## src/rtl/spi_eng_pkg.sv

```systemverilog
package spi_eng_pkg;

  localparam logic [7:0] OFS_ENABLE  = 8'h20;
  localparam logic [7:0] OFS_SPEED_L = 8'h22;
  localparam logic [7:0] OFS_SPEED_H = 8'h23;
  localparam logic [7:0] OFS_OPCODE  = 8'h45;
  localparam logic [7:0] OFS_TRIG    = 8'h47;
  localparam logic [7:0] OFS_TXCNT   = 8'h48;
  localparam logic [7:0] OFS_RXCNT   = 8'h4B;
  localparam logic [7:0] OFS_BUF     = 8'h80;

  typedef enum logic [1:0] {SQ_IDLE, SQ_SHIFT, SQ_TAIL} seq_state_e;
  typedef enum logic [1:0] {PH_OP, PH_TX, PH_RX} byte_phase_e;

  // SCLK half period, in core clocks, for a normal-speed code
  function automatic int unsigned half_of(logic [3:0] code, int unsigned slow);
    case (code)
      4'd4:    return 1;
      4'd0:    return 2;
      4'd1:    return 3;
      4'd2:    return 4;
      4'd3:    return 5;
      default: return slow;
    endcase
  endfunction

endpackage

```

## src/rtl/spi_eng_buf.sv

```systemverilog
module spi_eng_buf #(
  parameter int DEPTH = 71,
  parameter int IDX_W = $clog2(DEPTH)
) (
  input  logic             clk,
  input  logic             rst_n,
  input  logic             host_we,
  input  logic [IDX_W-1:0] host_idx,
  input  logic [7:0]       host_wdata,
  output logic [7:0]       host_rdata,
  input  logic             eng_we,
  input  logic [IDX_W-1:0] eng_widx,
  input  logic [7:0]       eng_wdata,
  input  logic [IDX_W-1:0] eng_ridx,
  output logic [7:0]       eng_rdata
);

  logic [7:0] mem [DEPTH];

  for (genvar g = 0; g < DEPTH; g++) begin : g_ent
    logic [7:0] q;
    logic       hit_e, hit_h;
    assign hit_e = eng_we  && (eng_widx == IDX_W'(g));
    assign hit_h = host_we && (host_idx == IDX_W'(g));
    always_ff @(posedge clk or negedge rst_n) begin
      if (!rst_n)     q <= '0;
      else if (hit_e) q <= eng_wdata;
      else if (hit_h) q <= host_wdata;
    end
    assign mem[g] = q;
  end

  assign host_rdata = (int'(host_idx) < DEPTH) ? mem[host_idx] : 8'h00;
  assign eng_rdata  = (int'(eng_ridx) < DEPTH) ? mem[eng_ridx] : 8'h00;

endmodule

```

## src/rtl/spi_eng_regs.sv

```systemverilog
module spi_eng_regs
  import spi_eng_pkg::*;
#(
  parameter int DEPTH = 71,
  parameter int IDX_W = $clog2(DEPTH)
) (
  input  logic             clk,
  input  logic             rst_n,
  input  logic [7:0]       host_addr,
  input  logic             host_we,
  input  logic [7:0]       host_wdata,
  output logic [7:0]       host_rdata,
  input  logic             busy,
  input  logic [7:0]       buf_rdata,
  output logic             buf_we,
  output logic [IDX_W-1:0] buf_idx,
  output logic             en_q,
  output logic [15:0]      speed_q,
  output logic [7:0]       opcode_q,
  output logic [7:0]       tx_cnt_q,
  output logic [7:0]       rx_cnt_q,
  output logic             go
);

  logic [7:0] buf_ofs;
  logic       buf_hit, open_wr;
  logic       en_d;
  logic [15:0] speed_d;
  logic [7:0] opcode_d, tx_d, rx_d;

  assign buf_ofs = host_addr - OFS_BUF;
  assign buf_hit = (host_addr >= OFS_BUF) && (int'(buf_ofs) < DEPTH);
  assign buf_idx = buf_ofs[IDX_W-1:0];
  assign open_wr = host_we && !busy;
  assign buf_we  = open_wr && buf_hit;
  assign go      = host_we && (host_addr == OFS_TRIG) && host_wdata[7] && en_q && !busy;

  always_comb begin
    en_d     = en_q;
    speed_d  = speed_q;
    opcode_d = opcode_q;
    tx_d     = tx_cnt_q;
    rx_d     = rx_cnt_q;
    if (host_we) begin
      if (host_addr == OFS_ENABLE)  en_d          = host_wdata[0];
      if (host_addr == OFS_SPEED_L) speed_d[7:0]  = host_wdata;
      if (host_addr == OFS_SPEED_H) speed_d[15:8] = host_wdata;
    end
    if (open_wr) begin
      if (host_addr == OFS_OPCODE) opcode_d = host_wdata;
      if (host_addr == OFS_TXCNT)  tx_d     = host_wdata;
      if (host_addr == OFS_RXCNT)  rx_d     = host_wdata;
    end
  end

  always_ff @(posedge clk or negedge rst_n) begin
    if (!rst_n) begin
      en_q     <= 1'b0;
      speed_q  <= '0;
      opcode_q <= '0;
      tx_cnt_q <= '0;
      rx_cnt_q <= '0;
    end else begin
      en_q     <= en_d;
      speed_q  <= speed_d;
      opcode_q <= opcode_d;
      tx_cnt_q <= tx_d;
      rx_cnt_q <= rx_d;
    end
  end

  always_comb begin
    host_rdata = 8'h00;
    if (buf_hit) host_rdata = buf_rdata;
    else begin
      case (host_addr)
        OFS_ENABLE:  host_rdata = {7'b0, en_q};
        OFS_SPEED_L: host_rdata = speed_q[7:0];
        OFS_SPEED_H: host_rdata = speed_q[15:8];
        OFS_OPCODE:  host_rdata = opcode_q;
        OFS_TRIG:    host_rdata = {busy, 7'b0};
        OFS_TXCNT:   host_rdata = tx_cnt_q;
        OFS_RXCNT:   host_rdata = rx_cnt_q;
        default:     host_rdata = 8'h00;
      endcase
    end
  end

endmodule

```

## src/rtl/spi_eng_clkdiv.sv

```systemverilog
module spi_eng_clkdiv #(
  parameter int CNT_W = 4
) (
  input  logic             clk,
  input  logic             rst_n,
  input  logic             run,
  input  logic [CNT_W-1:0] half,
  output logic             tick
);

  logic [CNT_W-1:0] cnt_q, cnt_d;

  assign tick = run && (cnt_q == half - CNT_W'(1));

  always_comb begin
    if (!run || tick) cnt_d = '0;
    else              cnt_d = cnt_q + CNT_W'(1);
  end

  always_ff @(posedge clk or negedge rst_n) begin
    if (!rst_n) cnt_q <= '0;
    else        cnt_q <= cnt_d;
  end

endmodule

```

## src/rtl/spi_eng_seq.sv

```systemverilog
module spi_eng_seq
  import spi_eng_pkg::*;
#(
  parameter int DEPTH     = 71,
  parameter int MAX_XFER  = 68,
  parameter int SLOW_HALF = 8,
  parameter int IDX_W     = $clog2(DEPTH),
  parameter int CNT_W     = 4
) (
  input  logic             clk,
  input  logic             rst_n,
  input  logic             go,
  input  logic [7:0]       opcode,
  input  logic [7:0]       tx_cnt,
  input  logic [7:0]       rx_cnt,
  input  logic [3:0]       speed_norm,
  input  logic             tick,
  input  logic             miso,
  input  logic [7:0]       eng_rdata,
  output logic             busy,
  output logic [CNT_W-1:0] half,
  output logic             cs_n,
  output logic             sclk,
  output logic             mosi,
  output logic             eng_we,
  output logic [IDX_W-1:0] eng_widx,
  output logic [7:0]       eng_wdata,
  output logic [IDX_W-1:0] eng_ridx
);

  seq_state_e  st_q, st_d;
  byte_phase_e ph_q, ph_d;
  logic [7:0]  sh_q, sh_d, rxsh_q, rxsh_d;
  logic [2:0]  bit_q, bit_d;
  logic [IDX_W-1:0] ptr_q, ptr_d, ptr_n;
  logic [7:0]  txl_q, txl_d, rxl_q, rxl_d, tx_rem, rx_rem;
  logic        sclk_q, sclk_d, cs_q, cs_d;
  logic [CNT_W-1:0] half_q, half_d;

  function automatic logic [7:0] clamp(logic [7:0] v);
    return (int'(v) > MAX_XFER) ? 8'(MAX_XFER) : v;
  endfunction

  assign tx_rem = (ph_q == PH_TX) ? txl_q - 8'd1 : txl_q;
  assign rx_rem = (ph_q == PH_RX) ? rxl_q - 8'd1 : rxl_q;
  assign ptr_n  = (ph_q == PH_OP) ? ptr_q :
                  (int'(ptr_q) == DEPTH - 1) ? '0 : ptr_q + IDX_W'(1);

  assign busy      = (st_q != SQ_IDLE);
  assign half      = half_q;
  assign cs_n      = cs_q;
  assign sclk      = sclk_q;
  assign mosi      = !cs_q && sh_q[7];
  assign eng_widx  = ptr_q;
  assign eng_wdata = rxsh_q;
  assign eng_ridx  = ptr_n;

  always_comb begin
    st_d   = st_q;
    ph_d   = ph_q;
    sh_d   = sh_q;
    rxsh_d = rxsh_q;
    bit_d  = bit_q;
    ptr_d  = ptr_q;
    txl_d  = txl_q;
    rxl_d  = rxl_q;
    sclk_d = sclk_q;
    cs_d   = cs_q;
    half_d = half_q;
    eng_we = 1'b0;
    case (st_q)
      SQ_IDLE: begin
        if (go) begin
          st_d   = SQ_SHIFT;
          ph_d   = PH_OP;
          cs_d   = 1'b0;
          sclk_d = 1'b0;
          sh_d   = opcode;
          bit_d  = '0;
          ptr_d  = '0;
          txl_d  = clamp(tx_cnt);
          rxl_d  = clamp(rx_cnt);
          half_d = CNT_W'(half_of(speed_norm, SLOW_HALF));
        end
      end
      SQ_SHIFT: begin
        if (tick) begin
          if (!sclk_q) begin
            sclk_d = 1'b1;
            rxsh_d = {rxsh_q[6:0], miso};
          end else begin
            sclk_d = 1'b0;
            if (bit_q != 3'd7) begin
              bit_d = bit_q + 3'd1;
              sh_d  = {sh_q[6:0], 1'b0};
            end else begin
              bit_d  = '0;
              eng_we = (ph_q == PH_RX);
              txl_d  = tx_rem;
              rxl_d  = rx_rem;
              ptr_d  = ptr_n;
              if (tx_rem != 8'd0) begin
                ph_d = PH_TX;
                sh_d = eng_rdata;
              end else if (rx_rem != 8'd0) begin
                ph_d = PH_RX;
                sh_d = 8'h00;
              end else begin
                st_d = SQ_TAIL;
              end
            end
          end
        end
      end
      SQ_TAIL: begin
        if (tick) begin
          cs_d = 1'b1;
          st_d = SQ_IDLE;
        end
      end
      default: st_d = SQ_IDLE;
    endcase
  end

  always_ff @(posedge clk or negedge rst_n) begin
    if (!rst_n) begin
      st_q   <= SQ_IDLE;
      ph_q   <= PH_OP;
      sh_q   <= '0;
      rxsh_q <= '0;
      bit_q  <= '0;
      ptr_q  <= '0;
      txl_q  <= '0;
      rxl_q  <= '0;
      sclk_q <= 1'b0;
      cs_q   <= 1'b1;
      half_q <= CNT_W'(1);
    end else begin
      st_q   <= st_d;
      ph_q   <= ph_d;
      sh_q   <= sh_d;
      rxsh_q <= rxsh_d;
      bit_q  <= bit_d;
      ptr_q  <= ptr_d;
      txl_q  <= txl_d;
      rxl_q  <= rxl_d;
      sclk_q <= sclk_d;
      cs_q   <= cs_d;
      half_q <= half_d;
    end
  end

endmodule

```

## src/rtl/spi_cmd_engine.sv

```systemverilog
module spi_cmd_engine
  import spi_eng_pkg::*;
#(
  parameter int DEPTH     = 71,
  parameter int MAX_XFER  = 68,
  parameter int SLOW_HALF = 8
) (
  input  logic       clk,
  input  logic       rst_n,
  input  logic [7:0] host_addr,
  input  logic       host_we,
  input  logic [7:0] host_wdata,
  output logic [7:0] host_rdata,
  output logic       spi_sclk,
  output logic       spi_cs_n,
  output logic       spi_mosi,
  input  logic       spi_miso
);

  localparam int IDX_W    = $clog2(DEPTH);
  localparam int HALF_MAX = (SLOW_HALF > 5) ? SLOW_HALF : 5;
  localparam int CNT_W    = $clog2(HALF_MAX + 1);

  logic rst_s1, rst_sync_n;
  logic busy, go, tick, en_q;
  logic [15:0] speed_q;
  logic [7:0]  opcode_q, tx_cnt_q, rx_cnt_q;
  logic        hbuf_we, eng_we;
  logic [IDX_W-1:0] hbuf_idx, eng_widx, eng_ridx;
  logic [7:0]  hbuf_rdata, eng_wdata, eng_rdata;
  logic [CNT_W-1:0] half;

  always_ff @(posedge clk or negedge rst_n) begin
    if (!rst_n) begin
      rst_s1     <= 1'b0;
      rst_sync_n <= 1'b0;
    end else begin
      rst_s1     <= 1'b1;
      rst_sync_n <= rst_s1;
    end
  end

  spi_eng_regs #(.DEPTH(DEPTH), .IDX_W(IDX_W)) u_regs (
    .clk(clk), .rst_n(rst_sync_n),
    .host_addr(host_addr), .host_we(host_we), .host_wdata(host_wdata),
    .host_rdata(host_rdata), .busy(busy), .buf_rdata(hbuf_rdata),
    .buf_we(hbuf_we), .buf_idx(hbuf_idx), .en_q(en_q), .speed_q(speed_q),
    .opcode_q(opcode_q), .tx_cnt_q(tx_cnt_q), .rx_cnt_q(rx_cnt_q), .go(go)
  );

  spi_eng_buf #(.DEPTH(DEPTH), .IDX_W(IDX_W)) u_buf (
    .clk(clk), .rst_n(rst_sync_n),
    .host_we(hbuf_we), .host_idx(hbuf_idx), .host_wdata(host_wdata),
    .host_rdata(hbuf_rdata), .eng_we(eng_we), .eng_widx(eng_widx),
    .eng_wdata(eng_wdata), .eng_ridx(eng_ridx), .eng_rdata(eng_rdata)
  );

  spi_eng_clkdiv #(.CNT_W(CNT_W)) u_div (
    .clk(clk), .rst_n(rst_sync_n), .run(busy), .half(half), .tick(tick)
  );

  spi_eng_seq #(
    .DEPTH(DEPTH), .MAX_XFER(MAX_XFER), .SLOW_HALF(SLOW_HALF),
    .IDX_W(IDX_W), .CNT_W(CNT_W)
  ) u_seq (
    .clk(clk), .rst_n(rst_sync_n), .go(go), .opcode(opcode_q),
    .tx_cnt(tx_cnt_q), .rx_cnt(rx_cnt_q), .speed_norm(speed_q[15:12]),
    .tick(tick), .miso(spi_miso), .eng_rdata(eng_rdata), .busy(busy),
    .half(half), .cs_n(spi_cs_n), .sclk(spi_sclk), .mosi(spi_mosi),
    .eng_we(eng_we), .eng_widx(eng_widx), .eng_wdata(eng_wdata),
    .eng_ridx(eng_ridx)
  );

endmodule

```

## config.mk

```make
export PLATFORM = sky130hd
export DESIGN_NAME = spi_cmd_engine
export DESIGN_NICKNAME = d
export VERILOG_FILES = /design/src/rtl/spi_eng_pkg.sv /design/src/rtl/spi_eng_buf.sv /design/src/rtl/spi_eng_regs.sv /design/src/rtl/spi_eng_clkdiv.sv /design/src/rtl/spi_eng_seq.sv /design/src/rtl/spi_cmd_engine.sv
export SDC_FILE = /design/constraint.sdc
export NUM_CORES = 2
export LEC_CHECK = 0
export BUFFER_PORTS_ARGS = -buffer_cell sky130_fd_sc_hd__buf_2
export CELL_PAD_IN_SITES_DETAIL_PLACEMENT = 1
export CELL_PAD_IN_SITES_GLOBAL_PLACEMENT = 1
export CORE_ASPECT_RATIO = 0.75
export CORE_UTILIZATION = 40
export CTS_CLUSTER_DIAMETER = 80
export DETAILED_ROUTE_END_ITERATION = 6
export PLACE_DENSITY_LB_ADDON = 0.1
export SYNTH_ARGS = -nofsm -noshare
export SYNTH_HDL_FRONTEND = slang
export SYNTH_HIERARCHICAL = 1
export SYNTH_SLANG_ARGS = --single-unit
```

## constraint.sdc

```tcl
create_clock -name clk -period 26.9 [get_ports clk]
set_clock_uncertainty 0.05 [all_clocks]
set_input_delay 1.345 -clock clk [delete_from_list [all_inputs] [get_ports clk]]
set_output_delay 1.345 -clock clk [all_outputs]
set_load 0.1 [all_outputs]
```

## Yosys cells after proc, flatten, opt, wreduce, memory -nomap -nowiden

Index checks and enable logic that the tools add are counted.
W data, S select, Z words.

- Bits in registers: 667
- Input bits: 20
- Output and inout port bits: 11

- Add/subtract/negate cells: 7
- Order comparisons: 8
- Eq/ne operators: 167
- Muxes and demuxes: 212
- Bitwise operators: 3
- Reductions and logical operators: 250

Operator list:

| kind | number |
|---|---|
| $mux W8 | 167 |
| $eq A7 B6 Y1 const B | 64 |
| $eq A7 B5 Y1 const B | 32 |
| $logic_and A1 B1 Y1 | 151 |
| $reduce_bool A2 Y1 | 74 |
| $bmux W8 S7 | 2 |
| $eq A7 B4 Y1 const B | 16 |
| $eq A7 B7 Y1 const B | 15 |
| $eq A7 B3 Y1 const B | 8 |
| $pmux W8 S7 | 1 |
| $pmux W8 S2 | 3 |
| $mux W7 | 6 |
| $eq A8 B7 Y1 const B | 4 |
| $eq A7 B2 Y1 const B | 4 |
| $mux W2 | 13 |
| $eq A8 B6 Y1 const B | 3 |
| $ge A8 B8 Y1 const B | 3 |
| $pmux W4 S5 | 1 |
| $gt A8 B7 Y1 const B | 2 |
| $not A7 Y8 | 2 |
| $reduce_bool A8 Y1 | 2 |
| $sub A8 B1 Y8 const B | 2 |
| $eq A7 B1 Y1 const B | 2 |
| $logic_not A7 Y1 | 2 |
| other kinds (37) | 68 |

## Depth between registers and ports, before layout

- Depth after elaboration: 13
- Mapped depth: 18
- Gate-level depth less buffers: 14

## Modules after synthesis

Netlist, hierarchy kept.

By module, submodules not included:

| module | instances | cells each | area an instance (um2) | seq. area each (um2) |
|---|---|---|---|---|
| spi_eng_buf | 1 | 3443 | 36034.6 | 14213.6 |
| spi_eng_seq | 1 | 373 | 3188.1 | 1303.8 |
| spi_eng_regs | 1 | 164 | 2135.8 | 1026.0 |
| spi_eng_clkdiv | 1 | 25 | 276.5 | 100.1 |
| spi_cmd_engine | 1 | 3 | 53.8 | 50.0 |

## Least setup slack after synthesis

OpenSTA, ideal clock, no wires.

- Kind: input to output
- Start point: input port host_addr[0]
- End point: output port host_rdata[7]
- Data arrival time: 4.440 ns
- Data required time: 25.505 ns
- Slack: 21.065 ns
- Cell stages on the path: 10
- Path through: buf_4 -> buf_2 -> buf_4 -> buf_1 -> mux4_2 -> mux4_2 -> nand2_1 -> nand3_1 -> a32oi_1 -> o221ai_1

- Cells in the longest elaborated chain, start to end: 7

Ends and longest elaborated chain:

| item | RTL line | text |
|---|---|---|
| from (decl) | spi_cmd_engine.sv:10 | `input logic [7:0] host_addr,` |
| $sub A8 B8 Y8 * | spi_eng_regs.sv:31 | `assign buf_ofs = host_addr - OFS_BUF;` |
| $not A7 Y8 (implied by the code) | spi_eng_buf.sv:33 | `assign host_rdata = (int'(host_idx) < DEPTH) ? mem[host_idx] : 8'h00;` |
| $bmux W8 S7 | spi_eng_buf.sv:33 |  |
| $mux W8 (implied by the code) (2 in a row) | spi_eng_buf.sv:33 |  |
| $mux W8 * | spi_eng_buf.sv:33 |  |
| named net hbuf_rdata[7] | spi_cmd_engine.sv:30 | `logic [7:0] hbuf_rdata, eng_wdata, eng_rdata;` |
| $mux W8 * | spi_eng_regs.sv:74 | `if (buf_hit) host_rdata = buf_rdata;` |
| to (decl) | spi_cmd_engine.sv:13 | `output logic [7:0] host_rdata,` |

Mark *: on every way through the listed nets, which the timed path passes. The rest lies on a longest branch. The select of a mux whose other input is x is not followed.

## Worst setup path after layout

- Start point: input port host_addr[0]
- End point: output port host_rdata[3]

Same word-level chain as after synthesis.

==> flow_summary_export.csv <==
group,metric,value,unit
clock_network,cts.sinks,667,
cells_and_area,final_area,0.04533,mm^2
sta,fin_tns_setup,0,ps
synth,synth_nets,4036,
global_routing,grt_usage,32.43,%
setup_path,rrSetupSlack,20580,ps
clock_network,numCtsBuffers,78,
sta,finalSetupViolCount,0,
floorplanning,fp.dieArea,0.1055,mm^2
place,dpl_cell_area,0.04277,mm^2
synth,synth_edf_count,0,
clock_network,cts_max_level,3,
place,place.port_buffers,30,
pwr,power.total,0.002217,W
global_routing,grt_overflow,0,
clock_network,clk_pin_slew,60,ps
synth,ys_ff_latch,667,
sta,maxSlewViolCount,0,
sta,fin_crit,7029,ps
detailed_routing,drt_iter0_drc,3525,
run_status,status,"completed",
synth,synth_area,0.04169,mm^2
pwr,leakage,16.91,nW
synth,ys_seq_area_share,40.04,%
setup_path,worst-path-max-fanout,57,
sta,max_freq,0.1423,GHz
cells_and_area,fin_nets,3862,
setup_path,cp-end-kind,"output port",
floorplanning,fp.dieW,374.8,um
floorplanning,fp.dieH,281.6,um
setup_path,crit_type,"in2out",
sta,worst_slew_pin_slew,1419,ps
synth,synth-main-ff-cell,"dfrtp_1",
cells_and_area,fin_cells,5245,
hold_path,hold_class,"reg2async",
synth,async_flop_share,100.0,%
clock_network,cts_tree,"done",
detailed_routing,final_antenna_net_count,0,
synth,synthTopCellsByArea,"dfrtp_1, mux2i_1, mux4_2",
place,dp_cells,5106,
clock_network,cts_buffer_depth,3,
flow_run,max-cap-violations,0,
setup_path,critPathRequiredTime,25500,ps
setup_path,arrival,5630,ps
synth,yosys.area.top_type_share,39.92,%
clock_network,clkLatencyLatePin,680,ps
setup_path,startpoint_type,"primary input",
synth,synth_cells,4008,
detailed_routing,vias_per_cell,6.498,
setup_path,worstRegToRegCells,13,
floorplanning,core,0.1032,mm^2
synth,synthDistinctLibCells,83,
clock_network,cts-root-buf,"clkbuf_16",
detailed_routing,drc_errors,0,
floorplanning,boundaryPins,31,
place,place.gp.congestion,0.9614,
global_routing,grt_max_degree,160,
detailed_routing,wl_per_cell,32.56,um
synth,ys_warn_count,6,
cells_and_area,drive_gt1_share,16.68,%
detailed_routing,vias,34080,
clock_network,cts.repair.resized,0,
cells_and_area,area_growth,8.725,%
place,dp_hpwl,116.8,mm
sta,finalCritPeriodShare,26.13,%
cells_and_area,finish.utilization,43.90,%
synth,synth_common_cells,"dfrtp_1, mux2i_1, nand2_1, o21ai_0, nor2_1",
pwr,powerDensity,48.92,mW/mm^2
sta,slew_headroom,5.217,%
detailed_routing,wl,170.8,mm
cells_and_area,num-fill-cells,11210,
global_routing,grt_pass1_wl,249.2,mm
detailed_routing,drt_pre_antenna_iters,5,
floorplanning,rows,102,
synth,syn_avg_cell_area,10.40,um^2
pwr,irDropWorstVdd,40.16,uV
synth,yosysTopAreaCell,"dfrtp_1",
floorplanning,initial_core_util,40.38,%
sta,finalHoldViolations,0,
clock_network,postCtsSetupBuffers,0,
synth,synth.most_common_cell,"dfrtp_1",
sta,rsz0062_at_grt,"false",
clock_network,cts_hold_buf,0,
global_routing,grt_pass1_vias,33000,
global_routing,antenna_found_initial,5,
## critical path, cell delays in order
cell     delay [ps]
buf_8           400
buf_4           810
mux4_2          610
mux4_2          520
a22oi_1         720
nand3_1         320
a221o_1         400
buf_2           300
## metal layers
layer	routed length [um]	global-route usage, %	vias to the layer above
li1	-	-	14360
met4	6219	11.61	0
met1	79660	48.97	17970
met3	14460	7.674	297
met2	70460	44.76	1453
met5	0	0	-
## final cells by class
class | count | area (um^2) | share of cell area (%)
clock buffer | 111 | 2257 | 4.980
tap | 1352 | 1692 | 3.732
multi-input combinational | 2960 | 23500 | 51.85
timing repair buffer | 100 | 752.0 | 1.659
sequential | 667 | 16730 | 36.90
clock inverter | 26 | 291.5 | 0.6432
antenna | 2 | 5.005 | 0.01104
inverter | 27 | 101.3 | 0.2236
## power breakdown
group | switching (W) | internal [W]
clock | 0.000471 | 0.000632
sequential | 0.00000481 | 0.00100
combinational | 0.0000825 | 0.0000225
total | 0.000558 | 0.00166
## worst paths after layout
path / startpoint / end
setup reg to reg: u_seq/half[0] / u_buf/g_ent[4].q[6]
hold / removal: rst_sync_n / u_buf/g_ent[56].q[1]
min in group clk: rst_s1 / rst_sync_n
setup / recovery: host_addr[0] / host_rdata[3]
hold reg to reg: rst_sync_n / u_buf/g_ent[56].q[1]
max in group asynchronous: rst_sync_n / u_buf/g_ent[22].q[3]
## cells by family (layout without fill, tap and decap cells)
logic type,after synthesis,in the layout,synth area share [%]
AOI/OAI and AO/OA,862,862,11.88
xor gates and xnor gates,15,15,0.3512
adders and majority gates,8,8,0.2401
buffers and inverters,381,264,3.839
DFF,667,667,40.04
muxes,999,999,32.40
other,1,3,0.008995
and+or+nand+nor,1075,1075,11.24
## placed cells by master (no fill, tap or decap), drive strengths merged, types with 10 or more instances in the layout
| master | instances |
|---|---|
| mux2i | 657 |
| clkbuf | 112 |
| buf | 99 |
| nand2 | 479 |
| clkinv | 14 |
| nor2b | 20 |
| a22o | 17 |
| a221oi | 21 |
| nor3b | 14 |
| and3 | 14 |
| a22oi | 17 |
| mux2 | 69 |
| a221o | 13 |
| dfrtp | 665 |
| o21ai | 382 |
| a21oi | 291 |
| mux4 | 273 |
| a211oi | 25 |
| nand3 | 32 |
| nor3 | 52 |
| inv | 30 |
| o2bb2ai | 10 |
| a2bb2oi | 11 |
| o22ai | 12 |
| nor2 | 390 |
## stage by stage
| stage | hold slack [ps] | worst slack [ps] |
|---|---|---|
| 5_1_grt | 303.4 | 19740 |
| 3_3_place_gp | 283.5 | 20030 |
| 6_report | 271.5 | 19870 |
| 3_5_place_dp | 285.8 | 20000 |
| 2_1_floorplan | 281.2 | 6885 |
| 4_1_cts | 293.8 | 19980 |
## state kept, by name (all words and copies together) (netlist names), 3 cells and up
signal / flops
u_regs/tx_cnt_q: 8
u_regs/opcode_q: 8
u_regs/speed_q: 16
u_regs/rx_cnt_q: 8
u_div/cnt_q: 4
u_seq/half: 4
u_seq/eng_wdata: 8
u_seq/eng_widx: 7
u_seq/bit_q: 3
u_seq/sh_q: 8
u_seq/txl_q: 8
u_buf/g_ent.q: 568
u_seq/rxl_q: 8
Note: power is estimated with default switching activity, not from simulation.
